## config.mk

```make
export PLATFORM = sky130hd
export DESIGN_NAME = pf_read_buf_mgr
export DESIGN_NICKNAME = d
export VERILOG_FILES = /design/src/rtl/pf_pkg.sv /design/src/rtl/pf_qualify.sv /design/src/rtl/pf_line_buf.sv /design/src/rtl/pf_fill_ctrl.sv /design/src/rtl/pf_read_buf_mgr.sv
export SDC_FILE = /design/constraint.sdc
export NUM_CORES = 1
export LEC_CHECK = 0
export CAP_MARGIN = 5
export CORE_AREA = 2 2 238 240
export DETAILED_ROUTE_END_ITERATION = 10
export DIE_AREA = 0 0 240 242
export PLACE_DENSITY = 0.75
export SLEW_MARGIN = 20
export SYNTH_ARGS = -nofsm -noshare
export SYNTH_HDL_FRONTEND = slang
export SYNTH_SLANG_ARGS = --single-unit
```

## constraint.sdc

```tcl
create_clock -name clk_i -period 4.3 [get_ports clk_i]
set_input_delay 0.645 -clock clk_i [delete_from_list [all_inputs] [get_ports clk_i]]
set_output_delay 0.645 -clock clk_i [all_outputs]
set_load 0.05 [all_outputs]
```

## src/rtl/pf_pkg.sv

```systemverilog
package pf_pkg;

  typedef enum logic [1:0] {
    CMD_READ      = 2'b00,
    CMD_READ_LINE = 2'b01,
    CMD_READ_MULT = 2'b10,
    CMD_RSVD      = 2'b11
  } rd_cmd_e;

  typedef enum logic [1:0] {
    FS_IDLE  = 2'b00,
    FS_LINE  = 2'b01,
    FS_AHEAD = 2'b10
  } fill_state_e;

endpackage

```

## src/rtl/pf_qualify.sv

```systemverilog
module pf_qualify
  import pf_pkg::*;
#(
  parameter int NUM_WIN = 6,
  parameter int WIN_W   = 3
) (
  input  logic [WIN_W-1:0] win_i,
  input  logic [1:0]       cmd_i,
  input  logic             pf_dis_i,
  input  logic             pf_force_i,
  output logic             qual_o
);

  localparam int WIN_SPACE = 1 << WIN_W;

  logic [WIN_SPACE-1:0] pf_win_map;

  // window 0 is non-prefetchable; indices past NUM_WIN are no hit
  for (genvar w = 0; w < WIN_SPACE; w++) begin : g_map
    if (w == 0 || w >= NUM_WIN) begin : g_np
      assign pf_win_map[w] = 1'b0;
    end else begin : g_p
      assign pf_win_map[w] = 1'b1;
    end
  end

  logic cmd_mult;
  assign cmd_mult = (rd_cmd_e'(cmd_i) == CMD_READ_MULT);
  assign qual_o   = pf_win_map[win_i] & ((~pf_dis_i & cmd_mult) | pf_force_i);

endmodule

```

## src/rtl/pf_line_buf.sv

```systemverilog
module pf_line_buf #(
  parameter int DATA_W     = 32,
  parameter int LINE_WORDS = 8,
  parameter int TAG_W      = 27,
  parameter int IDX_W      = $clog2(LINE_WORDS)
) (
  input  logic              clk_i,
  input  logic              rst_ni,
  input  logic              clr_i,
  input  logic              start_i,
  input  logic [TAG_W-1:0]  start_tag_i,
  input  logic              wr_en_i,
  input  logic [IDX_W-1:0]  wr_idx_i,
  input  logic [DATA_W-1:0] wr_data_i,
  input  logic [TAG_W-1:0]  lk_tag_i,
  input  logic [IDX_W-1:0]  lk_idx_i,
  output logic              valid_o,
  output logic              hit_o,
  output logic [DATA_W-1:0] rd_data_o,
  output logic              done_o
);

  logic [LINE_WORDS-1:0] mask_q;
  logic [TAG_W-1:0]      tag_q;
  logic [DATA_W-1:0]     mem_q [LINE_WORDS];
  logic [LINE_WORDS-1:0] wr_bit;
  logic                  wr_eff;

  assign wr_bit  = {{(LINE_WORDS-1){1'b0}}, 1'b1} << wr_idx_i;
  // clear beats start beats write
  assign wr_eff  = wr_en_i & ~clr_i & ~start_i;
  assign valid_o = &mask_q;
  assign done_o  = wr_eff & ~valid_o & (&(mask_q | wr_bit));

  always_ff @(posedge clk_i or negedge rst_ni) begin
    if (!rst_ni) begin
      mask_q <= '0;
      tag_q  <= '0;
    end else if (clr_i) begin
      mask_q <= '0;
    end else if (start_i) begin
      mask_q <= '0;
      tag_q  <= start_tag_i;
    end else if (wr_en_i) begin
      mask_q <= mask_q | wr_bit;
    end
  end

  always_ff @(posedge clk_i) begin
    if (wr_eff) mem_q[wr_idx_i] <= wr_data_i;
  end

  assign hit_o     = valid_o & (tag_q == lk_tag_i);
  assign rd_data_o = mem_q[lk_idx_i];

  p_clr_empties_r6: assert property (@(posedge clk_i) disable iff (!rst_ni)
    clr_i |=> !valid_o);

  p_valid_needs_write_r3: assert property (@(posedge clk_i) disable iff (!rst_ni)
    $rose(valid_o) |-> $past(wr_en_i && !clr_i));

  p_start_empties_r3: assert property (@(posedge clk_i) disable iff (!rst_ni)
    start_i |=> !valid_o);

endmodule

```

## src/rtl/pf_fill_ctrl.sv

```systemverilog
module pf_fill_ctrl
  import pf_pkg::*;
#(
  parameter int TAG_W = 27
) (
  input  logic             clk_i,
  input  logic             rst_ni,
  input  logic             req_start_i,
  input  logic [TAG_W-1:0] req_tag_i,
  input  logic             inval_i,
  input  logic             done_line_i,
  input  logic             done_ahead_i,
  output logic             ahead_start_o,
  output logic [TAG_W-1:0] ahead_tag_o,
  output logic             line_fill_o,
  output logic             ahead_fill_o,
  output logic [TAG_W-1:0] line_tag_o,
  output logic             fetch_req_o,
  output logic [TAG_W-1:0] fetch_tag_o,
  output logic             fetch_buf_o
);

  fill_state_e      state_q;
  logic [TAG_W-1:0] line_q;

  assign line_fill_o   = (state_q == FS_LINE);
  assign ahead_fill_o  = (state_q == FS_AHEAD);
  assign line_tag_o    = line_q;
  assign ahead_tag_o   = line_q + TAG_W'(1);
  assign ahead_start_o = line_fill_o & done_line_i & ~inval_i & ~req_start_i;

  always_ff @(posedge clk_i or negedge rst_ni) begin
    if (!rst_ni) begin
      state_q     <= FS_IDLE;
      line_q      <= '0;
      fetch_req_o <= 1'b0;
      fetch_tag_o <= '0;
      fetch_buf_o <= 1'b0;
    end else begin
      fetch_req_o <= 1'b0;
      if (inval_i) begin
        state_q <= FS_IDLE;
      end else if (req_start_i) begin
        state_q     <= FS_LINE;
        line_q      <= req_tag_i;
        fetch_req_o <= 1'b1;
        fetch_tag_o <= req_tag_i;
        fetch_buf_o <= 1'b0;
      end else begin
        unique case (state_q)
          FS_LINE: if (ahead_start_o) begin
            state_q     <= FS_AHEAD;
            fetch_req_o <= 1'b1;
            fetch_tag_o <= ahead_tag_o;
            fetch_buf_o <= 1'b1;
          end
          FS_AHEAD: if (done_ahead_i) state_q <= FS_IDLE;
          default: state_q <= FS_IDLE;
        endcase
      end
    end
  end

  p_ahead_after_line_r5: assert property (@(posedge clk_i) disable iff (!rst_ni)
    (fetch_req_o && fetch_buf_o) |-> $past(state_q == FS_LINE && done_line_i));

  p_fetch_cause_r8: assert property (@(posedge clk_i) disable iff (!rst_ni)
    fetch_req_o |-> ($past(req_start_i) || $past(done_line_i)));

  p_inval_no_fetch_r6: assert property (@(posedge clk_i) disable iff (!rst_ni)
    inval_i |=> !fetch_req_o);

  p_fetch_pulse_r1: assert property (@(posedge clk_i) disable iff (!rst_ni)
    (fetch_req_o && !fetch_buf_o) |=> !(fetch_req_o && !fetch_buf_o));

endmodule

```

## src/rtl/pf_read_buf_mgr.sv

```systemverilog
module pf_read_buf_mgr
  import pf_pkg::*;
#(
  parameter int ADDR_W     = 32,
  parameter int DATA_W     = 32,
  parameter int LINE_WORDS = 8,
  parameter int NUM_WIN    = 6,
  parameter int WIN_W      = 3
) (
  input  logic              clk_i,
  input  logic              rst_ni,
  input  logic              req_valid_i,
  input  logic [WIN_W-1:0]  req_win_i,
  input  logic [1:0]        req_cmd_i,
  input  logic [ADDR_W-1:0] req_addr_i,
  input  logic              pf_dis_i,
  input  logic              pf_force_i,
  input  logic              tgt_wr_post_i,
  input  logic              ini_wr_post_i,
  input  logic              fill_valid_i,
  input  logic [$clog2(LINE_WORDS)-1:0] fill_idx_i,
  input  logic [DATA_W-1:0] fill_data_i,
  input  logic              beat_valid_i,
  input  logic [ADDR_W-1:0] beat_addr_i,
  output logic              fetch_req_o,
  output logic [ADDR_W-1:0] fetch_addr_o,
  output logic              fetch_buf_o,
  output logic              rsp_valid_o,
  output logic              rsp_hit_o,
  output logic [DATA_W-1:0] rsp_data_o,
  output logic              disconnect_o
);

  localparam int NUM_BUF = 2;
  localparam int IDX_W   = $clog2(LINE_WORDS);
  localparam int BYTE_W  = $clog2(DATA_W / 8);
  localparam int OFF_W   = IDX_W + BYTE_W;
  localparam int TAG_W   = ADDR_W - OFF_W;
  localparam int WORD_W  = ADDR_W - BYTE_W;

  logic pf_dis_q;
  logic inval;
  logic qual;
  logic req_start;

  logic             ahead_start;
  logic [TAG_W-1:0] ahead_tag;
  logic             line_fill;
  logic             ahead_fill;
  logic [TAG_W-1:0] line_tag;
  logic [TAG_W-1:0] fetch_tag;

  logic [NUM_BUF-1:0] b_clr, b_start, b_wr, b_valid, b_hit, b_done;
  logic [TAG_W-1:0]   b_tag  [NUM_BUF];
  logic [DATA_W-1:0]  b_data [NUM_BUF];

  logic [WORD_W-1:0] dr_addr_q;
  logic              dr_valid_q;
  logic [DATA_W-1:0] dr_data_q;

  logic unused_low;
  assign unused_low = ^{req_addr_i[BYTE_W-1:0], beat_addr_i[BYTE_W-1:0], b_valid};

  // invalidation: posted write either way, or disable rising
  assign inval = tgt_wr_post_i | ini_wr_post_i | (pf_dis_i & ~pf_dis_q);

  always_ff @(posedge clk_i or negedge rst_ni) begin
    if (!rst_ni) pf_dis_q <= 1'b0;
    else         pf_dis_q <= pf_dis_i;
  end

  pf_qualify #(
    .NUM_WIN (NUM_WIN),
    .WIN_W   (WIN_W)
  ) u_qual (
    .win_i      (req_win_i),
    .cmd_i      (req_cmd_i),
    .pf_dis_i   (pf_dis_i),
    .pf_force_i (pf_force_i),
    .qual_o     (qual)
  );

  assign req_start = req_valid_i & qual & ~inval;

  pf_fill_ctrl #(
    .TAG_W (TAG_W)
  ) u_ctrl (
    .clk_i         (clk_i),
    .rst_ni        (rst_ni),
    .req_start_i   (req_start),
    .req_tag_i     (req_addr_i[ADDR_W-1:OFF_W]),
    .inval_i       (inval),
    .done_line_i   (b_done[0]),
    .done_ahead_i  (b_done[1]),
    .ahead_start_o (ahead_start),
    .ahead_tag_o   (ahead_tag),
    .line_fill_o   (line_fill),
    .ahead_fill_o  (ahead_fill),
    .line_tag_o    (line_tag),
    .fetch_req_o   (fetch_req_o),
    .fetch_tag_o   (fetch_tag),
    .fetch_buf_o   (fetch_buf_o)
  );

  assign fetch_addr_o = {fetch_tag, {OFF_W{1'b0}}};

  // buffer 0 holds the requested line, buffer 1 the line ahead
  assign b_clr[0]   = inval;
  assign b_start[0] = req_start;
  assign b_tag[0]   = req_addr_i[ADDR_W-1:OFF_W];
  assign b_wr[0]    = fill_valid_i & line_fill;
  assign b_clr[1]   = inval | req_start;
  assign b_start[1] = ahead_start;
  assign b_tag[1]   = ahead_tag;
  assign b_wr[1]    = fill_valid_i & ahead_fill;

  for (genvar b = 0; b < NUM_BUF; b++) begin : g_buf
    pf_line_buf #(
      .DATA_W     (DATA_W),
      .LINE_WORDS (LINE_WORDS),
      .TAG_W      (TAG_W),
      .IDX_W      (IDX_W)
    ) u_buf (
      .clk_i       (clk_i),
      .rst_ni      (rst_ni),
      .clr_i       (b_clr[b]),
      .start_i     (b_start[b]),
      .start_tag_i (b_tag[b]),
      .wr_en_i     (b_wr[b]),
      .wr_idx_i    (fill_idx_i),
      .wr_data_i   (fill_data_i),
      .lk_tag_i    (beat_addr_i[ADDR_W-1:OFF_W]),
      .lk_idx_i    (beat_addr_i[OFF_W-1:BYTE_W]),
      .valid_o     (b_valid[b]),
      .hit_o       (b_hit[b]),
      .rd_data_o   (b_data[b]),
      .done_o      (b_done[b])
    );
  end

  // delayed-request word: not prefetch data, survives invalidation
  logic dr_capture;
  assign dr_capture = b_wr[0] & ~inval & ~req_start &
                      ({line_tag, fill_idx_i} == dr_addr_q);

  always_ff @(posedge clk_i or negedge rst_ni) begin
    if (!rst_ni) begin
      dr_addr_q  <= '0;
      dr_valid_q <= 1'b0;
      dr_data_q  <= '0;
    end else if (req_valid_i) begin
      dr_addr_q  <= req_addr_i[ADDR_W-1:BYTE_W];
      dr_valid_q <= 1'b0;
    end else if (dr_capture) begin
      dr_valid_q <= 1'b1;
      dr_data_q  <= fill_data_i;
    end
  end

  logic              lk_hit;
  logic [DATA_W-1:0] lk_data;

  always_comb begin
    lk_hit  = 1'b0;
    lk_data = '0;
    for (int b = NUM_BUF - 1; b >= 0; b--) begin
      if (b_hit[b]) begin
        lk_hit  = 1'b1;
        lk_data = b_data[b];
      end
    end
    if (dr_valid_q && beat_addr_i[ADDR_W-1:BYTE_W] == dr_addr_q) begin
      lk_hit  = 1'b1;
      lk_data = dr_data_q;
    end
  end

  always_ff @(posedge clk_i or negedge rst_ni) begin
    if (!rst_ni) begin
      rsp_valid_o  <= 1'b0;
      rsp_hit_o    <= 1'b0;
      rsp_data_o   <= '0;
      disconnect_o <= 1'b0;
    end else begin
      rsp_valid_o  <= beat_valid_i;
      rsp_hit_o    <= beat_valid_i & lk_hit;
      rsp_data_o   <= (beat_valid_i & lk_hit) ? lk_data : '0;
      disconnect_o <= beat_valid_i & ~lk_hit;
    end
  end

  p_disc_excl_r8: assert property (@(posedge clk_i) disable iff (!rst_ni)
    disconnect_o |-> (rsp_valid_o && !rsp_hit_o));

  p_rsp_from_beat_r9: assert property (@(posedge clk_i) disable iff (!rst_ni)
    rsp_valid_o |-> $past(beat_valid_i));

  p_dr_survives_r4: assert property (@(posedge clk_i) disable iff (!rst_ni)
    (dr_valid_q && !req_valid_i) |=> dr_valid_q);

  p_no_fetch_unqual_r2: assert property (@(posedge clk_i) disable iff (!rst_ni)
    (req_valid_i && !qual && !line_fill) |=> !fetch_req_o);

endmodule

```

==> impl_metrics.yaml, run 1 <==
worst_setup_path:
  cp_top_family: "simple AND/OR/NAND/NOR gates"
  slowest_delay_ns: 0.70
  cp.arrival_ns: 3.49
  required_ns: 4.59
  worstPathCellList: "clkdlybuf4s50_1, or3_1, o2111ai_2, and2_1, nand4b_2, nor2_4, buf_12"
  worst-path-max-fanout: 20
  start_kind: "input pin"
  worstSetupPathType: "input pin to flop"
  worst-path-buf-inv: 2
  cp-end-kind: "flop"
  crit_slowest_cell: "nor2_4"
clock_network:
  numCtsBuffers: 72
  clockBufferDepth: 3
  h-tree-depth: 3
  cts_resized: 0
  tritoncts: "done"
  clkLatencyLatePin_ns: 0.61
  clkSinkCount: 712
  postCtsSetupRepairBufs: 0
  clock-root-buffer: "clkbuf_16"
  clkTransAtPathRegs_ns: 0.06
  cts_hold_buf: 0
synth:
  yosysUniqueCellTypes: 56
  ys_seq_area_frac: 0.700
  syn_inst: 1658
  yosys_warnings: 0
  synth.avg_cell_area_um2: 17.6
  async_flop_share: 0.281
  synth_edf_count: 512
  ys.flop_type: "edfxtp_1"
  ys_ff_latch: 712
  syn_area_um2: 29100
sta:
  rsz0062_at_grt: "no"
  max_slew_margin: 0.264
  report.final.setup_viol: 0
  min_period_over_period: 0.744
  final.setup_skew_ns: 0.0274
  final_max_slew_viol_count: 0
  period_needed_ns: 3.20
  layout_setup_ws_ns: 1.10
  finalHoldViolations: 0
  fmax_mhz: 312
  worstMarginPinSlew_ns: 1.10
detailed_routing:
  routedWlPerCell_um: 26.3
  dr.pass1.iters: 6
  drtIter0Drc: 1843
  vias_per_cell: 6.09
  routed_wl_mm: 69.3
  antenna_left: 0
  num_vias: 16100
  drc: 0
place:
  pre_cts_ws_ns: 0.441
  dpl.hpwl_mm: 38.6
  io_buffers: 172
  gp_congestion: 0.890
floorplanning:
  dieArea_um2: 58100
  fp.dieW_um: 240
  die_y_um: 242
  core_area_um2: 55700
  rows: 87
  pin_count: 182
  initial_core_util: 0.522
power:
  power.total_w: 0.0156
  ir_drop_v: 0.000289
  power_density_nw_per_um2: 455
  p_leak_nw: 12.5
global_routing:
  track_usage: 0.244
  grt_max_degree: 98
  grt_pass1_wl_mm: 104
  antenna_found_initial: 5
  grt-ovfl-total: 0
  grt_pass1_vias: 16600
run:
  drv_cap: 0
outcome:
  outcome: "completed"
final_layout:
  drive_above_1_share: 0.195
  layout_common_cells: "edfxtp_1 (512), dfrtp_1 (200), clkdlybuf4s50_1 (167)"
  fillers: 3964
  area_growth_pct: 17.4
  nets: 1936
  layout_commonest_cell: "edfxtp_1"
hold_path:
  hold_class: "input pin to asynchronous set/reset pin"
[layer usage]
metal / vias up / part of all wire / GRT usage
met2: 724 / 0.49 / 0.388
li1: 6818 / - / -
met4: 6 / 0.025 / 0.0780
met3: 119 / 0.076 / 0.0480
met1: 8396 / 0.41 / 0.341
met5: - / 0.00053 / 0
[synthesized netlist by cell type, drive strengths merged (2+ instances only)]
cell type,count,area share
nand2b,2,0.00043
a221o,12,0.0041
o221ai,33,0.0099
edfxtp,512,0.53
nand2,100,0.013
o21a,8,0.0021
xor2,84,0.025
and2,6,0.0013
or2,3,0.00064
nor2b,3,0.00064
o2111a,32,0.012
dfrtp,200,0.17
or3,2,0.00043
a21o,36,0.0093
nor3,25,0.0045
clkbuf,54,0.0070
a21oi,2,0.00034
nor3b,2,0.00052
and4,4,0.0012
mux2i,67,0.023
a31oi,4,0.00086
nand4b,3,0.0016
buf,67,0.013
nor4,30,0.0064
o211ai,3,0.00077
mux2,63,0.024
nor2,27,0.0036
and3,2,0.00043
o21ai,34,0.0058
a211o,2,0.00060
nand4,19,0.0046
mux4,128,0.099
nand3,15,0.0028
xnor2,55,0.017
inv,11,0.0014
[power breakdown]
part | leakage [nW] | internal, W | switching (W) | total (W)
logic | 4.08 | 0.000576 | 0.000780 | 0.00136
registers | 7.25 | 0.00753 | 0.000240 | 0.00776
clock network | 1.19 | 0.00383 | 0.00261 | 0.00644
total | 12.5 | 0.0119 | 0.00363 | 0.0156
[path summary, 6_finish.rpt]
path	end	start	slack [ns]	depth (start not counted)
max in group asynchronous	dr_data_q[29]$_DFFE_PN0P_	rst_ni	3.12	2
worst min register to register	u_ctrl.fetch_tag_o[7]$_DFFE_PN0P_	u_ctrl.fetch_tag_o[7]$_DFFE_PN0P_	0.47	1
worst min-delay path	u_ctrl.fetch_tag_o[7]$_DFFE_PN0P_	rst_ni	0.06	1
worst max-delay path	g_buf[1].u_buf.mem_q[4][29]$_DFFE_PP_	req_win_i[0]	1.10	7
worst max register to register	rsp_data_o[2]$_DFF_PN0_	u_ctrl.line_tag_o[21]$_DFFE_PN0P_	1.40	7
min in group clk_i	u_ctrl.fetch_tag_o[7]$_DFFE_PN0P_	u_ctrl.fetch_tag_o[7]$_DFFE_PN0P_	0.47	1
[metrics by stage]
step	util	hold slack, ns	TNS, ns	std cells	instance area, um^2
after global placement	0.569	0.463	0	2504	31700
after detailed placement	0.569	0.464	0	2504	31700
after global routing	0.613	0.125	0	2639	34200
final	0.613	0.0553	0	2639	34200
after CTS	0.613	0.0965	0	2637	34200
after floorplan	-	0.349	-32.65	1662	29100
[registers in the layout (all words and copies together), names as in the netlist]
register            flops
disconnect_o            1
dr_addr_q              30
dr_data_q              32
dr_valid_q              1
g_buf.u_buf.mask_q     16
g_buf.u_buf.mem_q     512
g_buf.u_buf.tag_q      27
pf_dis_q                1
rsp_data_o             32
rsp_hit_o               1
rsp_valid_o             1
u_ctrl.fetch_buf_o      1
u_ctrl.fetch_req_o      1
u_ctrl.fetch_tag_o     27
u_ctrl.line_tag_o      27
u_ctrl.state_q          2
[worst reg2reg max path, cell delays in order, from the launching register on]
cell	delay, ns
dfrtp_1	0.47
xor2_1	0.24
nor4_1	0.45
nand4_1	0.19
or2_2	0.64
nand3_2	0.25
buf_12	0.27
o2111a_1	0.31
[area by class of cell]
class | count | area, um^2 | area share
Antenna cell | 2 | 5.00 | 0.000146
Clock buffer | 104 | 2080 | 0.0610
Inverter | 11 | 41.3 | 0.00121
Sequential cell | 712 | 20400 | 0.596
Tap cell | 756 | 946 | 0.0277
Clock inverter | 29 | 388 | 0.0113
Multi-Input combinational cell | 818 | 8260 | 0.242
Timing Repair Buffer | 207 | 2080 | 0.0610
[cells by family (layout without fill, tap and decap cells)]
kind of cell,count (synthesis),count (layout),synth area share
muxes,258,258,0.146
adders and majority gates,1,1,0.000430
and+or+nand+nor,246,246,0.0428
xor gates and xnor gates,139,139,0.0418
AOI/OAI and AO/OA,169,169,0.0473
DFF,712,712,0.700
buffers and inverters,132,351,0.0211
other,1,7,0.000129
Note: power is estimated with default switching activity, not from simulation.
==> run 2: changes to the inputs <==
Settings changed: CORE_AREA 2 2 238 240 to 2 2 234 236, DIE_AREA 0 0 240 242 to 0 0 236 238, PLACE_DENSITY 0.75 to 0.74.
Clock period 4.3 ns to 3.3 ns, I/O delays scaled along.
==> run 2 against run 1 <==
  * Worst setup slack got worse by 0.47 ns
  * Count of clock-buffer cells in the layout down 7
  * Sequential share of layout area decreased by 0.28 points
  * Clock power increased by 20%
  * Utilization rose by 2.9 points
  * Cell count is 1.3% lower
  * Critical path type is now flop to flop
  * Non-clock buffer count up 32
  * Via count rose by 0.52%
  * Register-to-register slack worse by 0.77 ns
  * Flip-flop and latch count unchanged
  * Critical path depth stayed put
  * Global-route usage up 0.76 points
==> impl_metrics.yaml, run 2 (synthesized netlist as in run 1, its figures left out) <==
detailed_routing:
  drtIter0Drc: 1327
  num_vias: 16100
  routedWlPerCell_um: 26.5
  dr.pass1.iters: 5
  vias_per_cell: 6.20
  drc: 0
  antenna_left: 0
  routed_wl_mm: 69.0
power:
  p_leak_nw: 12.7
  power_density_nw_per_um2: 571
  ir_drop_v: 0.000474
hold_path:
  holdPathStages: 1
  hold_start: "pf_dis_i"
  hold_class: "input pin to flop"
  hold_end: "pf_dis_q$_DFF_PN0_"
final_layout:
  largest_reg_flops: 512
  area_growth_pct: 18.0
  layout.cells.non_filler: 2606
  layout_commonest_cell: "edfxtp_1"
  drive_above_1_share: 0.199
  top_regs: "g_buf.u_buf.mem_q (512), dr_data_q (32), rsp_data_o (32)"
  nets: 1967
  largest_register: "g_buf.u_buf.mem_q"
  layout_common_cells: "edfxtp_1 (512), dfrtp_1 (200), clkdlybuf4s50_1 (167)"
worst_setup_path:
  worstSetupPathType: "flop to flop"
  ff2ff_path_depth: 7
  cp-end-kind: "flop"
  crit_slowest_cell: "nor4_1"
  worstPathCellList: "xor2_1, nor4_1, nand4_1, or2_2, buf_4, o221ai_1, o2111a_1"
  start_kind: "flop"
  cp.arrival_ns: 3.19
  worst-path-max-fanout: 20
  required_ns: 3.81
  r2r-end: "rsp_data_o[26]$_DFF_PN0_"
  slowest_delay_ns: 0.54
  reg2reg_setup_slack_ns: 0.63
  regToRegStartpoint: "u_ctrl.line_tag_o[21]$_DFFE_PN0P_"
clock_network:
  clkLatencyLatePin_ns: 0.60
  numCtsBuffers: 71
  clockBufferDepth: 3
  h-tree-depth: 3
  tritoncts: "done"
  clkTransAtPathRegs_ns: 0.06
  cts_resized: 0
  clkSinkCount: 712
  clock-root-buffer: "clkbuf_16"
sta:
  fmax_mhz: 374
  period_needed_ns: 2.67
  max_slew_margin: 0.290
  worstMarginPinSlew_ns: 1.06
  finalHoldViolations: 0
  final.setup_skew_ns: 0.0193
  rsz0062_at_grt: "no"
  min_period_over_period: 0.810
  fin_tns_setup_ns: 0
  report.final.setup_viol: 0
  final_max_slew_viol_count: 0
global_routing:
  antenna_found_initial: 2
  use_met2: 0.401
  grt_pass1_wl_mm: 104
  track_usage: 0.251
  gr-usage-met1: 0.352
  grt_max_degree: 97
  grt_use_met3: 0.0477
  grt_busiest_layer: "met2"
  grt-ovfl-total: 0
  grt_pass1_vias: 16800
place:
  dp.cells: 2475
  io_buffers: 172
  gp_congestion: 0.890
  dpl.hpwl_mm: 40.8
floorplanning:
  dieArea_um2: 56200
  rows: 85
  fp.dieW_um: 236
  core_area_um2: 53500
  die_y_um: 238
  pin_count: 182
  initial_core_util: 0.544
run:
  drv_cap: 0
outcome:
  outcome: "completed"
==> run 2: power by group <==
part | total (W) | leakage (nW) | internal (W) | switching [W]
Clock | 0.00770 | 1.08 | 0.00442 | 0.00328
Sequential | 0.0101 | 7.25 | 0.00981 | 0.000305
Combinational | 0.00179 | 4.33 | 0.000766 | 0.00103
==> run 2: layout make-up <==
class	count	area, um^2
flip-flops and latches	712	20400
fillers	3617	19100
multi-input cells	818	8290
repair buffers	239	2550
clock buffers	97	1970
well taps	696	871
clock inverters	32	248
inverters	11	41.3
diodes	1	2.50
==> run 2: layer usage <==
layer | vias up | wire length [um]
met5 | - | 22
met4 | 4 | 1760
met3 | 130 | 5340
met2 | 727 | 33600
met1 | 8398 | 28300
li1 | 6888 | -
==> run 2: worst max-delay path by stage <==
stage                                      startpoint                              endpoint  slack [ns]  depth (start not counted)
detailed placement                      fill_idx_i[0]             dr_data_q[19]$_DFFE_PN0P_        0.09                          7
finish              u_ctrl.line_tag_o[21]$_DFFE_PN0P_              rsp_data_o[26]$_DFF_PN0_        0.63                          7
floorplan                                req_win_i[0]  g_buf[0].u_buf.mem_q[1][0]$_DFFE_PP_       -0.73                          4
global placement                        fill_idx_i[0]             dr_data_q[15]$_DFFE_PN0P_        0.17                          7
CTS                  u_ctrl.line_tag_o[0]$_DFFE_PN0P_    u_ctrl.fetch_tag_o[26]$_DFFE_PN0P_        0.71                          7
global route        u_ctrl.line_tag_o[21]$_DFFE_PN0P_              rsp_data_o[26]$_DFF_PN0_        0.51                          7
==> run 2: repair_timing <==
action,CTS,global route
endpoints found under the hold margin,87,0
hold buffers,1,0
setup buffers,0,0
==> run 2: critical path, delay by kind of cell (launching register included) <==
family	cells	cell delay, ns
buffers and inverters	1	0.27
flip-flops	1	0.47
AO/OA/AOI/OAI	2	0.50
AND/OR/NAND/NOR	3	1.10
XOR/XNOR	1	0.23
==> run 2: through the flow <==
step           setup WS, ns  utilization  area, um^2  total power [W]  hold WS (ns)
5_1_grt               0.506        0.642       34300           0.0202         0.405
3_5_place_dp         0.0880        0.600       32100           0.0121         0.466
3_3_place_gp          0.173        0.600       32100           0.0120         0.461
4_1_cts               0.714        0.642       34300           0.0197         0.382
6_report              0.626        0.642       34300           0.0196         0.406
2_1_floorplan        -0.726            -       29200           0.0113         0.199
